File: config.mk
export PLATFORM = sky130hd
export DESIGN_NAME = flash_byte_programmer
export DESIGN_NICKNAME = d
export VERILOG_FILES = /design/src/rtl/flash_prog_pkg.sv /design/src/rtl/flash_cmd_seq.sv /design/src/rtl/flash_phase_timer.sv /design/src/rtl/flash_poll_counter.sv /design/src/rtl/flash_byte_programmer.sv
export SDC_FILE = /design/constraint.sdc
export NUM_CORES = 1
export LEC_CHECK = 0
export BUFFER_PORTS_ARGS = -buffer_cell sky130_fd_sc_hd__buf_2
export CAP_MARGIN = 20
export CORE_MARGIN = 5
export CORE_UTILIZATION = 53
export CTS_CLUSTER_SIZE = 16
export DETAILED_ROUTE_END_ITERATION = 16
export GPL_TIMING_DRIVEN = 0
export PLACE_DENSITY_LB_ADDON = 0.1
export RECOVER_POWER = 100
export SYNTH_ARGS = -nofsm -noshare
export SYNTH_HDL_FRONTEND = slang
export SYNTH_SLANG_ARGS = --single-unit
File: constraint.sdc
create_clock -name clk -period 2.7 [get_ports clk]
set_input_delay 0 -clock clk [delete_from_list [all_inputs] [get_ports clk]]
set_output_delay 0 -clock clk [all_outputs]
set_load 0.005 [all_outputs]
File: src/rtl/flash_prog_pkg.sv
package flash_prog_pkg;

    typedef enum logic [2:0] {
        ST_IDLE      = 3'd0,
        ST_WR_SETUP  = 3'd1,
        ST_WR_PULSE  = 3'd2,
        ST_WR_RECOV  = 3'd3,
        ST_POLL_READ = 3'd4,
        ST_POLL_GAP  = 3'd5,
        ST_DONE      = 3'd6
    } fstate_t;

    typedef enum logic {
        OP_PROG  = 1'b0,
        OP_ERASE = 1'b1
    } fop_t;

    // Round a nanosecond minimum up to whole clock cycles, never below one.
    function automatic int unsigned ns_to_cyc(input int unsigned ns, input int unsigned clk_ns);
        int unsigned c;
        c = (ns + clk_ns - 1) / clk_ns;
        return (c == 0) ? 1 : c;
    endfunction

    function automatic int unsigned max2(input int unsigned a, input int unsigned b);
        return (a > b) ? a : b;
    endfunction

endpackage

File: src/rtl/flash_cmd_seq.sv
module flash_cmd_seq
    import flash_prog_pkg::*;
#(
    parameter int unsigned ADDR_W = 17,
    parameter int unsigned DATA_W = 8
) (
    input  fop_t              op,
    input  logic [2:0]        idx,
    input  logic [ADDR_W-1:0] user_addr,
    input  logic [DATA_W-1:0] user_data,
    output logic [ADDR_W-1:0] cmd_addr,
    output logic [DATA_W-1:0] cmd_data,
    output logic              cmd_last
);
    localparam logic [ADDR_W-1:0] UNLOCK_A = ADDR_W'(17'h05555);
    localparam logic [ADDR_W-1:0] UNLOCK_B = ADDR_W'(17'h02AAA);
    localparam logic [DATA_W-1:0] KEY_1    = DATA_W'(8'hAA);
    localparam logic [DATA_W-1:0] KEY_2    = DATA_W'(8'h55);
    localparam logic [DATA_W-1:0] CMD_PROG = DATA_W'(8'hA0);
    localparam logic [DATA_W-1:0] CMD_ERS1 = DATA_W'(8'h80);
    localparam logic [DATA_W-1:0] CMD_ERS2 = DATA_W'(8'h10);

    always_comb begin
        cmd_addr = UNLOCK_A;
        cmd_data = KEY_1;
        unique case (idx)
            3'd0: begin cmd_addr = UNLOCK_A; cmd_data = KEY_1; end
            3'd1: begin cmd_addr = UNLOCK_B; cmd_data = KEY_2; end
            3'd2: begin
                cmd_addr = UNLOCK_A;
                cmd_data = (op == OP_PROG) ? CMD_PROG : CMD_ERS1;
            end
            3'd3: begin
                cmd_addr = (op == OP_PROG) ? user_addr : UNLOCK_A;
                cmd_data = (op == OP_PROG) ? user_data : KEY_1;
            end
            3'd4: begin cmd_addr = UNLOCK_B; cmd_data = KEY_2; end
            3'd5: begin cmd_addr = UNLOCK_A; cmd_data = CMD_ERS2; end
            default: begin cmd_addr = UNLOCK_A; cmd_data = KEY_1; end
        endcase
    end

    assign cmd_last = (op == OP_PROG) ? (idx == 3'd3) : (idx == 3'd5);

endmodule

File: src/rtl/flash_phase_timer.sv
module flash_phase_timer #(
    parameter int unsigned CNT_W = 8
) (
    input  logic             clk,
    input  logic             rst_n,
    input  logic             clr,
    output logic [CNT_W-1:0] cnt
);
    localparam logic [CNT_W-1:0] CNT_MAX = {CNT_W{1'b1}};

    always_ff @(posedge clk or negedge rst_n) begin
        if (!rst_n) begin
            cnt <= '0;
        end else if (clr) begin
            cnt <= '0;
        end else if (cnt != CNT_MAX) begin
            cnt <= cnt + 1'b1;
        end
    end

endmodule

File: src/rtl/flash_poll_counter.sv
module flash_poll_counter #(
    parameter int unsigned LIMIT = 1000
) (
    input  logic clk,
    input  logic rst_n,
    input  logic clr,
    input  logic inc,
    output logic at_last
);
    localparam int unsigned PW = (LIMIT < 2) ? 1 : $clog2(LIMIT + 1);
    localparam logic [PW-1:0] LAST = PW'(LIMIT - 1);

    logic [PW-1:0] fails;

    always_ff @(posedge clk or negedge rst_n) begin
        if (!rst_n) begin
            fails <= '0;
        end else if (clr) begin
            fails <= '0;
        end else if (inc && fails != LAST) begin
            fails <= fails + 1'b1;
        end
    end

    assign at_last = (fails == LAST);

endmodule

File: src/rtl/flash_byte_programmer.sv
module flash_byte_programmer
    import flash_prog_pkg::*;
#(
    parameter int unsigned ADDR_W        = 17,
    parameter int unsigned DATA_W        = 8,
    parameter int unsigned CLK_NS        = 10,
    parameter int unsigned SETUP_NS      = 10,
    parameter int unsigned WE_LOW_NS     = 200,
    parameter int unsigned WE_HIGH_NS    = 200,
    parameter int unsigned ADDR_HOLD_NS  = 100,
    parameter int unsigned DATA_SETUP_NS = 100,
    parameter int unsigned READ_ACC_NS   = 55,
    parameter int unsigned POLL_GAP_NS   = 150,
    parameter int unsigned TIMEOUT_POLLS = 1000000
) (
    input  logic              clk,
    input  logic              rst_n,
    input  logic              start_prog,
    input  logic              start_erase,
    input  logic [ADDR_W-1:0] prog_addr,
    input  logic [DATA_W-1:0] prog_data,
    output logic              busy,
    output logic              done,
    output logic              timeout_err,
    output logic [ADDR_W-1:0] flash_addr,
    output logic [DATA_W-1:0] flash_dq_out,
    output logic              flash_dq_oe,
    input  logic              flash_q7_in,
    output logic              flash_ce_n,
    output logic              flash_oe_n,
    output logic              flash_we_n
);
    // Phase lengths in clock cycles, rounded up from the nanosecond minimums.
    localparam int unsigned SETUP_CYC = ns_to_cyc(SETUP_NS, CLK_NS);
    localparam int unsigned PULSE_CYC = max2(ns_to_cyc(WE_LOW_NS, CLK_NS),
                                             max2(ns_to_cyc(ADDR_HOLD_NS, CLK_NS),
                                                  ns_to_cyc(DATA_SETUP_NS, CLK_NS)));
    localparam int unsigned RECOV_CYC = ns_to_cyc(WE_HIGH_NS, CLK_NS);
    localparam int unsigned ACC_CYC   = ns_to_cyc(READ_ACC_NS, CLK_NS);
    localparam int unsigned GAP_CYC   = ns_to_cyc(POLL_GAP_NS, CLK_NS);
    localparam int unsigned MAX_CYC   = max2(max2(SETUP_CYC, PULSE_CYC),
                                             max2(RECOV_CYC, max2(ACC_CYC, GAP_CYC)));
    localparam int unsigned TW        = $clog2(MAX_CYC + 1) + 1;

    fstate_t           state_q, state_d;
    fop_t              op_q;
    logic [ADDR_W-1:0] addr_q;
    logic [DATA_W-1:0] data_q;
    logic [2:0]        idx_q;
    logic              err_q;

    logic [TW-1:0]     phase_cnt;
    logic [TW-1:0]     phase_len;
    logic              phase_end;
    logic              phase_clr;

    logic [ADDR_W-1:0] cmd_addr;
    logic [DATA_W-1:0] cmd_data;
    logic              cmd_last;

    logic              accept_prog;
    logic              accept_erase;
    logic              accept;
    logic              poll_match;
    logic              poll_at_last;
    logic              poll_fail;
    logic              set_err;
    logic              expect_q7;
    logic [ADDR_W-1:0] poll_addr;

    // Request acceptance: only in IDLE, program has priority.
    assign accept_prog  = (state_q == ST_IDLE) && start_prog;
    assign accept_erase = (state_q == ST_IDLE) && !start_prog && start_erase;
    assign accept       = accept_prog || accept_erase;

    assign expect_q7  = (op_q == OP_ERASE) ? 1'b1 : data_q[DATA_W-1];
    assign poll_addr  = (op_q == OP_ERASE) ? '0 : addr_q;
    assign poll_match = (flash_q7_in == expect_q7);
    assign poll_fail  = (state_q == ST_POLL_READ) && phase_end && !poll_match;
    assign set_err    = poll_fail && poll_at_last;

    flash_cmd_seq #(
        .ADDR_W (ADDR_W),
        .DATA_W (DATA_W)
    ) u_cmd_seq (
        .op        (op_q),
        .idx       (idx_q),
        .user_addr (addr_q),
        .user_data (data_q),
        .cmd_addr  (cmd_addr),
        .cmd_data  (cmd_data),
        .cmd_last  (cmd_last)
    );

    flash_phase_timer #(
        .CNT_W (TW)
    ) u_phase_timer (
        .clk   (clk),
        .rst_n (rst_n),
        .clr   (phase_clr),
        .cnt   (phase_cnt)
    );

    flash_poll_counter #(
        .LIMIT (TIMEOUT_POLLS)
    ) u_poll_counter (
        .clk     (clk),
        .rst_n   (rst_n),
        .clr     (accept),
        .inc     (poll_fail),
        .at_last (poll_at_last)
    );

    // Length of the current phase.
    always_comb begin
        unique case (state_q)
            ST_WR_SETUP:  phase_len = TW'(SETUP_CYC);
            ST_WR_PULSE:  phase_len = TW'(PULSE_CYC);
            ST_WR_RECOV:  phase_len = TW'(RECOV_CYC);
            ST_POLL_READ: phase_len = TW'(ACC_CYC);
            ST_POLL_GAP:  phase_len = TW'(GAP_CYC);
            default:      phase_len = TW'(1);
        endcase
    end

    assign phase_end = (phase_cnt == phase_len - 1'b1);
    assign phase_clr = (state_d != state_q);

    // Next-state logic.
    always_comb begin
        state_d = state_q;
        unique case (state_q)
            ST_IDLE: begin
                if (accept) state_d = ST_WR_SETUP;
            end
            ST_WR_SETUP: begin
                if (phase_end) state_d = ST_WR_PULSE;
            end
            ST_WR_PULSE: begin
                if (phase_end) state_d = ST_WR_RECOV;
            end
            ST_WR_RECOV: begin
                if (phase_end) state_d = cmd_last ? ST_POLL_READ : ST_WR_SETUP;
            end
            ST_POLL_READ: begin
                if (phase_end) begin
                    if (poll_match || poll_at_last) state_d = ST_DONE;
                    else                            state_d = ST_POLL_GAP;
                end
            end
            ST_POLL_GAP: begin
                if (phase_end) state_d = ST_POLL_READ;
            end
            ST_DONE: begin
                state_d = ST_IDLE;
            end
            default: state_d = ST_IDLE;
        endcase
    end

    // State register and operation context.
    always_ff @(posedge clk or negedge rst_n) begin
        if (!rst_n) begin
            state_q <= ST_IDLE;
            op_q    <= OP_PROG;
            addr_q  <= '0;
            data_q  <= '0;
            idx_q   <= '0;
            err_q   <= 1'b0;
        end else begin
            state_q <= state_d;
            if (accept) begin
                op_q   <= accept_prog ? OP_PROG : OP_ERASE;
                addr_q <= prog_addr;
                data_q <= prog_data;
                idx_q  <= '0;
                err_q  <= 1'b0;
            end else begin
                if (state_q == ST_WR_RECOV && phase_end && !cmd_last) begin
                    idx_q <= idx_q + 1'b1;
                end
                if (set_err) begin
                    err_q <= 1'b1;
                end
            end
        end
    end

    // Bus and status outputs, decoded from the state.
    always_comb begin
        flash_ce_n   = 1'b1;
        flash_oe_n   = 1'b1;
        flash_we_n   = 1'b1;
        flash_dq_oe  = 1'b0;
        flash_addr   = '0;
        flash_dq_out = '0;
        done         = 1'b0;
        busy         = 1'b1;
        unique case (state_q)
            ST_IDLE: begin
                busy = 1'b0;
            end
            ST_WR_SETUP, ST_WR_RECOV: begin
                flash_ce_n   = 1'b0;
                flash_dq_oe  = 1'b1;
                flash_addr   = cmd_addr;
                flash_dq_out = cmd_data;
            end
            ST_WR_PULSE: begin
                flash_ce_n   = 1'b0;
                flash_we_n   = 1'b0;
                flash_dq_oe  = 1'b1;
                flash_addr   = cmd_addr;
                flash_dq_out = cmd_data;
            end
            ST_POLL_READ: begin
                flash_ce_n = 1'b0;
                flash_oe_n = 1'b0;
                flash_addr = poll_addr;
            end
            ST_POLL_GAP: begin
                flash_ce_n = 1'b0;
                flash_addr = poll_addr;
            end
            ST_DONE: begin
                done = 1'b1;
            end
            default: begin
                busy = 1'b0;
            end
        endcase
    end

    assign timeout_err = err_q;

    // Run-length counters used only by the assertions below.
    logic [15:0] we_lo_run, we_hi_run, oe_hi_run;

    always_ff @(posedge clk or negedge rst_n) begin
        if (!rst_n) begin
            we_lo_run <= '0;
            we_hi_run <= 16'hFFFF;
            oe_hi_run <= 16'hFFFF;
        end else begin
            we_lo_run <= flash_we_n  ? '0 : ((we_lo_run == 16'hFFFF) ? we_lo_run : we_lo_run + 1'b1);
            we_hi_run <= !flash_we_n ? '0 : ((we_hi_run == 16'hFFFF) ? we_hi_run : we_hi_run + 1'b1);
            oe_hi_run <= !flash_oe_n ? '0 : ((oe_hi_run == 16'hFFFF) ? oe_hi_run : oe_hi_run + 1'b1);
        end
    end

    AST_WE_LOW_WIDTH: assert property (@(posedge clk) disable iff (!rst_n)
        $rose(flash_we_n) |-> (we_lo_run >= 16'(PULSE_CYC)));
    AST_CE_IN_WRITE: assert property (@(posedge clk) disable iff (!rst_n)
        !flash_we_n |-> !flash_ce_n);
    AST_BUS_STABLE_IN_WRITE: assert property (@(posedge clk) disable iff (!rst_n)
        (!flash_we_n && !$past(flash_we_n)) |-> ($stable(flash_addr) && $stable(flash_dq_out)));
    AST_WE_HIGH_WIDTH: assert property (@(posedge clk) disable iff (!rst_n)
        $fell(flash_we_n) |-> (we_hi_run >= 16'(RECOV_CYC)));
    AST_NO_STROBE_OVERLAP: assert property (@(posedge clk) disable iff (!rst_n)
        !flash_we_n |-> flash_oe_n);
    AST_NO_DRIVE_IN_READ: assert property (@(posedge clk) disable iff (!rst_n)
        !flash_oe_n |-> !flash_dq_oe);
    AST_POLL_GAP_WIDTH: assert property (@(posedge clk) disable iff (!rst_n)
        $fell(flash_oe_n) |-> (oe_hi_run >= 16'(GAP_CYC)));
    AST_DONE_ONE_CYCLE: assert property (@(posedge clk) disable iff (!rst_n)
        done |=> !done);
    AST_ERR_CLEAR_WHILE_BUSY: assert property (@(posedge clk) disable iff (!rst_n)
        (busy && !done) |-> !timeout_err);

endmodule

==> impl_results.md, run 1 <==
- Slowest cell on the critical path: nor4_1
- Core area: 5990 um2
- Hold WS: 144 ps
- Crit path required time: between 2000 and 3000 ps
- Nets: about 530
- Critical Path Source Type: register
- Fin crit share: 0.960
- Syn_area_per_cell: 8.44 um2
- Max-cap viol count: 0
- CTS sink cnt: between 50 and 60
- Critical path class: reg2reg
- Delay-heaviest family, CP: simple AND/OR/NAND/NOR gates
- Total Wirelength: 8.42 mm
- Min-delay worst type: in2reg
- Share of cells above drive strength 1: 0.154
- Initial core utilization: 0.554
- ANT nets after route: 0
- R2R Path End: u_poll_counter.fails[11]$_DFFE_PN0P_
- WHS Path Cells: 4
- Asr flop ratio synth: 1.00
- CP Data Arrival Time: 2810 ps
- Final setup violation count: 0
- Status: finished clean
- Fillers: 475
- Ports: 62
- Drt wl/cell: 14.6 um
- Commonest cells after routing, fill and taps aside: 94 x nand2_1, 59 x dfrtp_1, 41 x buf_2
- Layout Utilization: 0.706
- CTS tree: built
- Global-route wire length before repair: roughly 14 mm
- Slew HR: 0.274
- Final GP Congestion: 0.830
- Fin. max-slew vios: 0
- Flops & latches, synth: 59
- Worst r2r src: state_q[2]$_DFF_PN0_
- CP peak stage delay: 370 ps
- RSZ-0062 raised after global routing: false
- GRT Overall Usage: 0.227
- Area growth from synthesis to layout: 27.4%
- Critical path cell sequence: buf_4, or3b_1, a31o_1, a221o_1, buf_2, buf_2, nor4_1, xnor2_1, nor2_1
- Longest Clk Path Bufs: 2
- Post-synthesis cell area: about 3300 um2
- Min-Delay Endpoint: u_poll_counter.fails[19]$_DFFE_PN0P_
- Post-Syn Nets: between 400 and 500
- Diodes inserted: 0
- Max FO, Critical Path: 10
- Initial DRC count: 161
- Pin count of the biggest net entering global routing: just over 40
- Num CTS Buffers: 9
- FF-to-FF setup slack: 110 ps
- Drt via density: about 5.4
- F_max: 386 MHz
- VDD IR-drop max: 0.354 mV
- CP bufs+invs: 3
- Die area: 7940 um2
- Yosys warning count: 0
- Vias: 3133
- Hold_sp: start_erase
- Vias in the first global route: 2999
- Chip Height: between 80 and 90 um
- Total gr overflow: 0
- Clock transition at path regs: 70 ps
- Most frequent CP cell: buf_2
- PwrDens: a little over 400 nW/um2
- Clock Latency Late Sink: 340 ps
- PortBufs: 61
- Final setup TNS: 0 ps
- Clk_skew: 8.08 ps
- Hold Fails Final Rpt: 0
- Synth Flop Type: dfrtp_1
- Leak: 2.06 nW
- Site row count: 28
- Post-synth EDFFs: 0
- Die width: 89.1 um
- Sequential area share after synthesis: 0.445
- Commonest non-fill, non-tap cell in the layout: nand2_1
- Post-Syn Instances: approximately 390
- Initial antenna violation count: 0
- Tmin final: 2590 ps
- DR pass1 iterations: 4
- H-Tree Depth: 3
- Slew @ Worst Pin: 1090 ps
- CTS Root Cell: clkbuf_8
- R2R cell count: 9
- Post-synthesis cell type count: between 40 and 50
- Crit. End Element: register
- Dpl hpwl: just under 6 mm
- Residual DRC: 0
==> flip-flops by register name, indices dropped and copies added, names as in the netlist <==
signal and count:
addr_q 17, data_q 8, idx_q 3, op_q 1
state_q 3, timeout_err 1, u_phase_timer.cnt 6, u_poll_counter.fails 20
==> per-stage QoR <==
step           total power [mW]  setup slack, ps  area, um2  cells
6_report                   1.73              108       4230    576
5_1_grt                    1.81             3.64       4230    576
4_1_cts                    1.75             20.3       4210    574
3_5_place_dp              0.946             33.0       3740    530
2_1_floorplan             0.902              323       3320    393
3_3_place_gp              0.942             42.7       3720    529
==> synth_stat cells (all sizes together) (4+ instances only) <==
cell / n / area [um2]
buf: 6 / 28.8
nand3: 9 / 45.0
o21a: 5 / 37.5
inv: 11 / 41.3
a21oi: 14 / 70.1
nor4: 13 / 81.3
nor2b: 4 / 25.0
mux2i: 8 / 80.1
a21o: 13 / 97.6
ha: 7 / 87.6
and2: 5 / 31.3
nor4b: 5 / 43.8
o21ai: 9 / 45.0
nand4: 9 / 56.3
nand2: 94 / 353
clkbuf: 13 / 48.8
dfrtp: 59 / 1480
nor3: 10 / 50.1
and3: 5 / 31.3
xnor2: 18 / 158
nand2b: 7 / 43.8
nor2: 39 / 146
==> repair_timing <==
action | 4_1_cts | 5_1_grt
endpoints found under the hold margin | 45 | 0
setup buffers | 0 | 2
resized for setup | 1 | 19
setup endpoints to repair | 2 | 58
pin swaps | 0 | 1
hold buffers | 28 | 0
gates cloned | 0 | 0
==> how the worst max path moves through the flow <==
stage | from | endpoint | slack, ps | depth (start not counted)
3_5_place_dp | state_q[0]$_DFF_PN0_ | idx_q[0]$_DFFE_PN0P_ | 30 | 8
2_1_floorplan | u_phase_timer.cnt[0]$_DFFE_PN0P_ | u_poll_counter.fails[18]$_DFFE_PN0P_ | 320 | 6
5_1_grt | state_q[1]$_DFF_PN0_ | u_poll_counter.fails[15]$_DFFE_PN0P_ | 4 | 9
4_1_cts | state_q[0]$_DFF_PN0_ | idx_q[0]$_DFFE_PN0P_ | 20 | 8
6_report | state_q[2]$_DFF_PN0_ | u_poll_counter.fails[11]$_DFFE_PN0P_ | 110 | 9
3_3_place_gp | state_q[0]$_DFF_PN0_ | u_poll_counter.fails[0]$_DFFE_PN0P_ | 40 | 8
==> worst min-delay path: stages <==
cell and delay (ps):
buf_2 120, o21ai_0 140, nand2b_1 110, mux2i_1 60
==> where the power goes <==
| part | switching (mW) | internal [mW] |
|---|---|---|
| Sequential | 0 | 0.884 |
| Clock | 0.354 | 0.423 |
| Combinational | 0.0308 | 0.0410 |
| Total | 0.385 | 1.35 |
==> cell type report <==
type,count,area [um2],share of cell area
Clock inverter,5,53.8,0.0127
Clock buffer,11,131,0.0311
Inverter,11,41.3,0.00977
Timing Repair Buffer,92,579,0.137
Sequential cell,59,1480,0.349
Tap cell,75,93.8,0.0222
Buffer,19,82.6,0.0195
Multi-Input combinational cell,304,1770,0.418
==> cells by family after synthesis <==
logic type,synth area share
xor+xnor,0.0528
simple gates,0.294
buf+inv,0.0358
flops,0.445
fa+ha+maj,0.0264
mux,0.0241
compound gates,0.121
==> metal layers <==
layer	vias up	wire length [um]	share of wire	track usage
met5	-	0	0	0
met4	0	89	0.011	0.0609
met3	9	399	0.047	0.0433
met2	70	4060	0.48	0.356
met1	1497	3870	0.46	0.323
li1	1557	-	-	-
Power figures use the tool's default switching activity.
==> inputs of run 2 (changes only) <==
- CORE_UTILIZATION: 53 -> 41
==> run 2 against run 1 <==
Against the previous run: the run now ends with capacitance limit, slew limit left; highest routed layer unchanged; design area grew 2.3%; sequential power is essentially flat; non-clock buffer count grew 1; register-to-register slack is essentially flat; setup slack lost 1.5 ps; hold slack lost 13 ps; critical endpoint is now u_poll_counter.fails[9]$_DFFE_PN0P_; clock skew shrank 4.0 ps; die area grew 26%; final cell count grew 4.9%; first-iteration DRC count shrank 14%; maximum frequency is essentially flat; sequential cell count is the same.
==> impl_results.md, run 2 (synthesis results as in run 1) <==
- Critical Path Source Type: register (unchanged)
- CTS tree: built (unchanged)
- ANT nets after route: 0 (unchanged)
- Nets: 534 (was 533)
- Vias: 3123 (was 3133)
- Min-delay worst type: in2reg (unchanged)
- Longest Clk Path Bufs: 2 (unchanged)
- Min-Delay Endpoint: u_poll_counter.fails[17]$_DFFE_PN0P_ (was u_poll_counter.fails[19]$_DFFE_PN0P_)
- Site row count: 32 (was 28)
- Share of cells above drive strength 1: 0.173 (was 0.154)
- F_max: 386 MHz (about the same)
- VDD IR-drop max: 0.218 mV (was 0.354 mV)
- Residual DRC: 0 (unchanged)
- Dpl hpwl: 6.19 mm (was 5.79 mm)
- Slew HR: -0.0933 (was 0.274)
- FF-to-FF setup slack: 110 ps (about the same)
- Max FO, Critical Path: 10 (unchanged)
- Die area: 9990 um2 (was 7940 um2)
- Final GP Congestion: 0.804 (was 0.830)
- Final setup TNS: 0 ps (unchanged)
- Initial core utilization: 0.425 (was 0.554)
- Area growth from synthesis to layout: 30.3% (was 27.4%)
- R2R Path End: u_poll_counter.fails[9]$_DFFE_PN0P_ (was u_poll_counter.fails[11]$_DFFE_PN0P_)
- Total Wirelength: 8.90 mm (was 8.42 mm)
- Global-route wire length before repair: 14.8 mm (was 14.0 mm)
- Placement Setup Slack: 60.9 ps (was 33.0 ps)
- Hold WS: 132 ps (was 144 ps)
- Hold_sp: start_erase (unchanged)
- Commonest cells after routing, fill and taps aside: 94 x nand2_1, 59 x dfrtp_1, 44 x buf_2 (was 94 x nand2_1, 59 x dfrtp_1, 41 x buf_2)
- Final Worst Setup Slack: 107 ps (was 108 ps)
- Final instance area: 4320 um2 (was 4230 um2)
- Hold Fails Final Rpt: 0 (unchanged)
- CP Data Arrival Time: 2830 ps (was 2810 ps)
- Max reg flops: 20 (unchanged)
- CTS sink cnt: 59 (unchanged)
- RSZ-0062 raised after global routing: false (unchanged)
- Worst r2r src: state_q[2]$_DFF_PN0_ (unchanged)
- Crit path required time: 2930 ps (was 2910 ps)
- WHS Path Cells: 4 (unchanged)
- H-Tree Depth: 3 (unchanged)
- Fin crit share: 0.961 (was 0.960)
- Num CTS Buffers: 9 (unchanged)
- Top flop regs: u_poll_counter.fails: 20 flops, addr_q: 17 flops, data_q: 8 flops (unchanged)
- Diodes inserted: 0 (unchanged)
- PwrDens: 450 nW/um2 (was 410 nW/um2)
- Initial DRC count: 139 (was 161)
- GRT Overall Usage: 0.183 (was 0.227)
- Status: finished, violations left (was finished clean)
- Pin count of the biggest net entering global routing: 31 (was 41)
- Power consumption: 1.95 mW (was 1.73 mW)
- Total gr overflow: 0 (unchanged)
- DP Area: 3780 um2 (was 3740 um2)
- Drt via density: 5.17 (was 5.44)
- Crit. End Element: register (unchanged)
- Commonest non-fill, non-tap cell in the layout: nand2_1 (unchanged)
- Critical path class: reg2reg (unchanged)
- Failing checks: capacitance limit, slew limit
- Max-cap viol count: 1 (was 0)
- PortBufs: 61 (unchanged)
- R2R cell count: 9 (unchanged)
- Initial antenna violation count: 0 (unchanged)
- Most flop-heavy register: u_poll_counter.fails (unchanged)
- Fin. max-slew vios: 31 (was 0)
- Final setup violation count: 0 (unchanged)
- Clock Latency Late Sink: 350 ps (was 340 ps)
- Clock transition at path regs: 70 ps (about the same)
- Leak: 2.11 nW (was 2.06 nW)
- Clk_skew: 4.11 ps (was 8.08 ps)
- Core area: 7810 um2 (was 5990 um2)
- Vias in the first global route: 3030 (was 2999)
- Tmin final: 2590 ps (about the same)
- Chip Height: 100 um (was 89.1 um)
- Slew @ Worst Pin: 1640 ps (was 1090 ps)
- DR pass1 iterations: 4 (unchanged)
- Ports: 62 (unchanged)
- Drt wl/cell: 14.7 um (was 14.6 um)
- CTS Root Cell: clkbuf_8 (unchanged)
- Die width: 100 um (was 89.1 um)
==> run 2: cell count changes in the layout (fill, tap and decap cells not counted), moves of 2 or more <==
cell / delta
bufinv_16: +2
clkbuf_2: +6
buf_2: +3
clkbuf_1: -11
==> run 2: worst max-delay path, stage by stage, from the launching register on <==
cell and delay (ps):
dfrtp_1 350, buf_4 170, or3b_1 360, a31o_1 220
a221o_1 350, buf_2 220, buf_2 220, nor4_1 370
xnor2_1 160, nor2_1 50
==> run 2: how the worst max path moves through the flow <==
stage                                                end  slack (ps)                        startpoint  depth (start not counted)
CTS                 u_poll_counter.fails[11]$_DFFE_PN0P_          40              state_q[0]$_DFF_PN0_                          8
floorplan           u_poll_counter.fails[18]$_DFFE_PN0P_         320  u_phase_timer.cnt[0]$_DFFE_PN0P_                          6
global route                              flash_addr[10]         0.5              idx_q[0]$_DFFE_PN0P_                          7
detailed placement  u_poll_counter.fails[11]$_DFFE_PN0P_          60              state_q[0]$_DFF_PN0_                          8
global placement     u_poll_counter.fails[3]$_DFFE_PN0P_          80              state_q[0]$_DFF_PN0_                          8
finish               u_poll_counter.fails[9]$_DFFE_PN0P_         110              state_q[2]$_DFF_PN0_                          9
==> run 2: through the flow <==
stage                     utilization  std cells
after floorplan                     -        393
after global placement          0.480        556
after detailed placement        0.484        558
after CTS                       0.550        602
after global routing            0.554        604
final                           0.554        604
==> run 2: timing repair <==
item,4_1_cts,5_1_grt
gates resized for setup,0,20
buffers inserted,0,2
hold buffers,28,0
endpoints found under the hold margin,55,0
setup endpoints to repair,0,60
==> run 2: final cells by class <==
class / instances / area (um2)
buffer: 19 / 86.3
clock buffer: 9 / 124
clock inverter: 7 / 116
fill: 733 / 3480
inverter: 11 / 41.3
multi-input combinational: 304 / 1760
sequential: 59 / 1480
tap: 102 / 128
timing repair buffer: 93 / 591
==> run 2: routing by layer <==
| layer | track usage | vias to the layer above | part of all wire |
|---|---|---|---|
| met5 | 0 | - | 0 |
| met4 | 0.0672 | 0 | 0.016 |
| met3 | 0.0354 | 14 | 0.037 |
| met2 | 0.304 | 65 | 0.49 |
| met1 | 0.238 | 1478 | 0.46 |
| li1 | - | 1566 | - |
==> run 2: power breakdown <==
part / internal, mW / leakage, nW / switching [mW] / total (mW)
clock network: 0.611 / 0.119 / 0.381 / 0.991
registers: 0.883 / 0.767 / 0 / 0.883
logic: 0.0410 / 1.22 / 0.0298 / 0.0708
total: 1.54 / 2.11 / 0.410 / 1.95
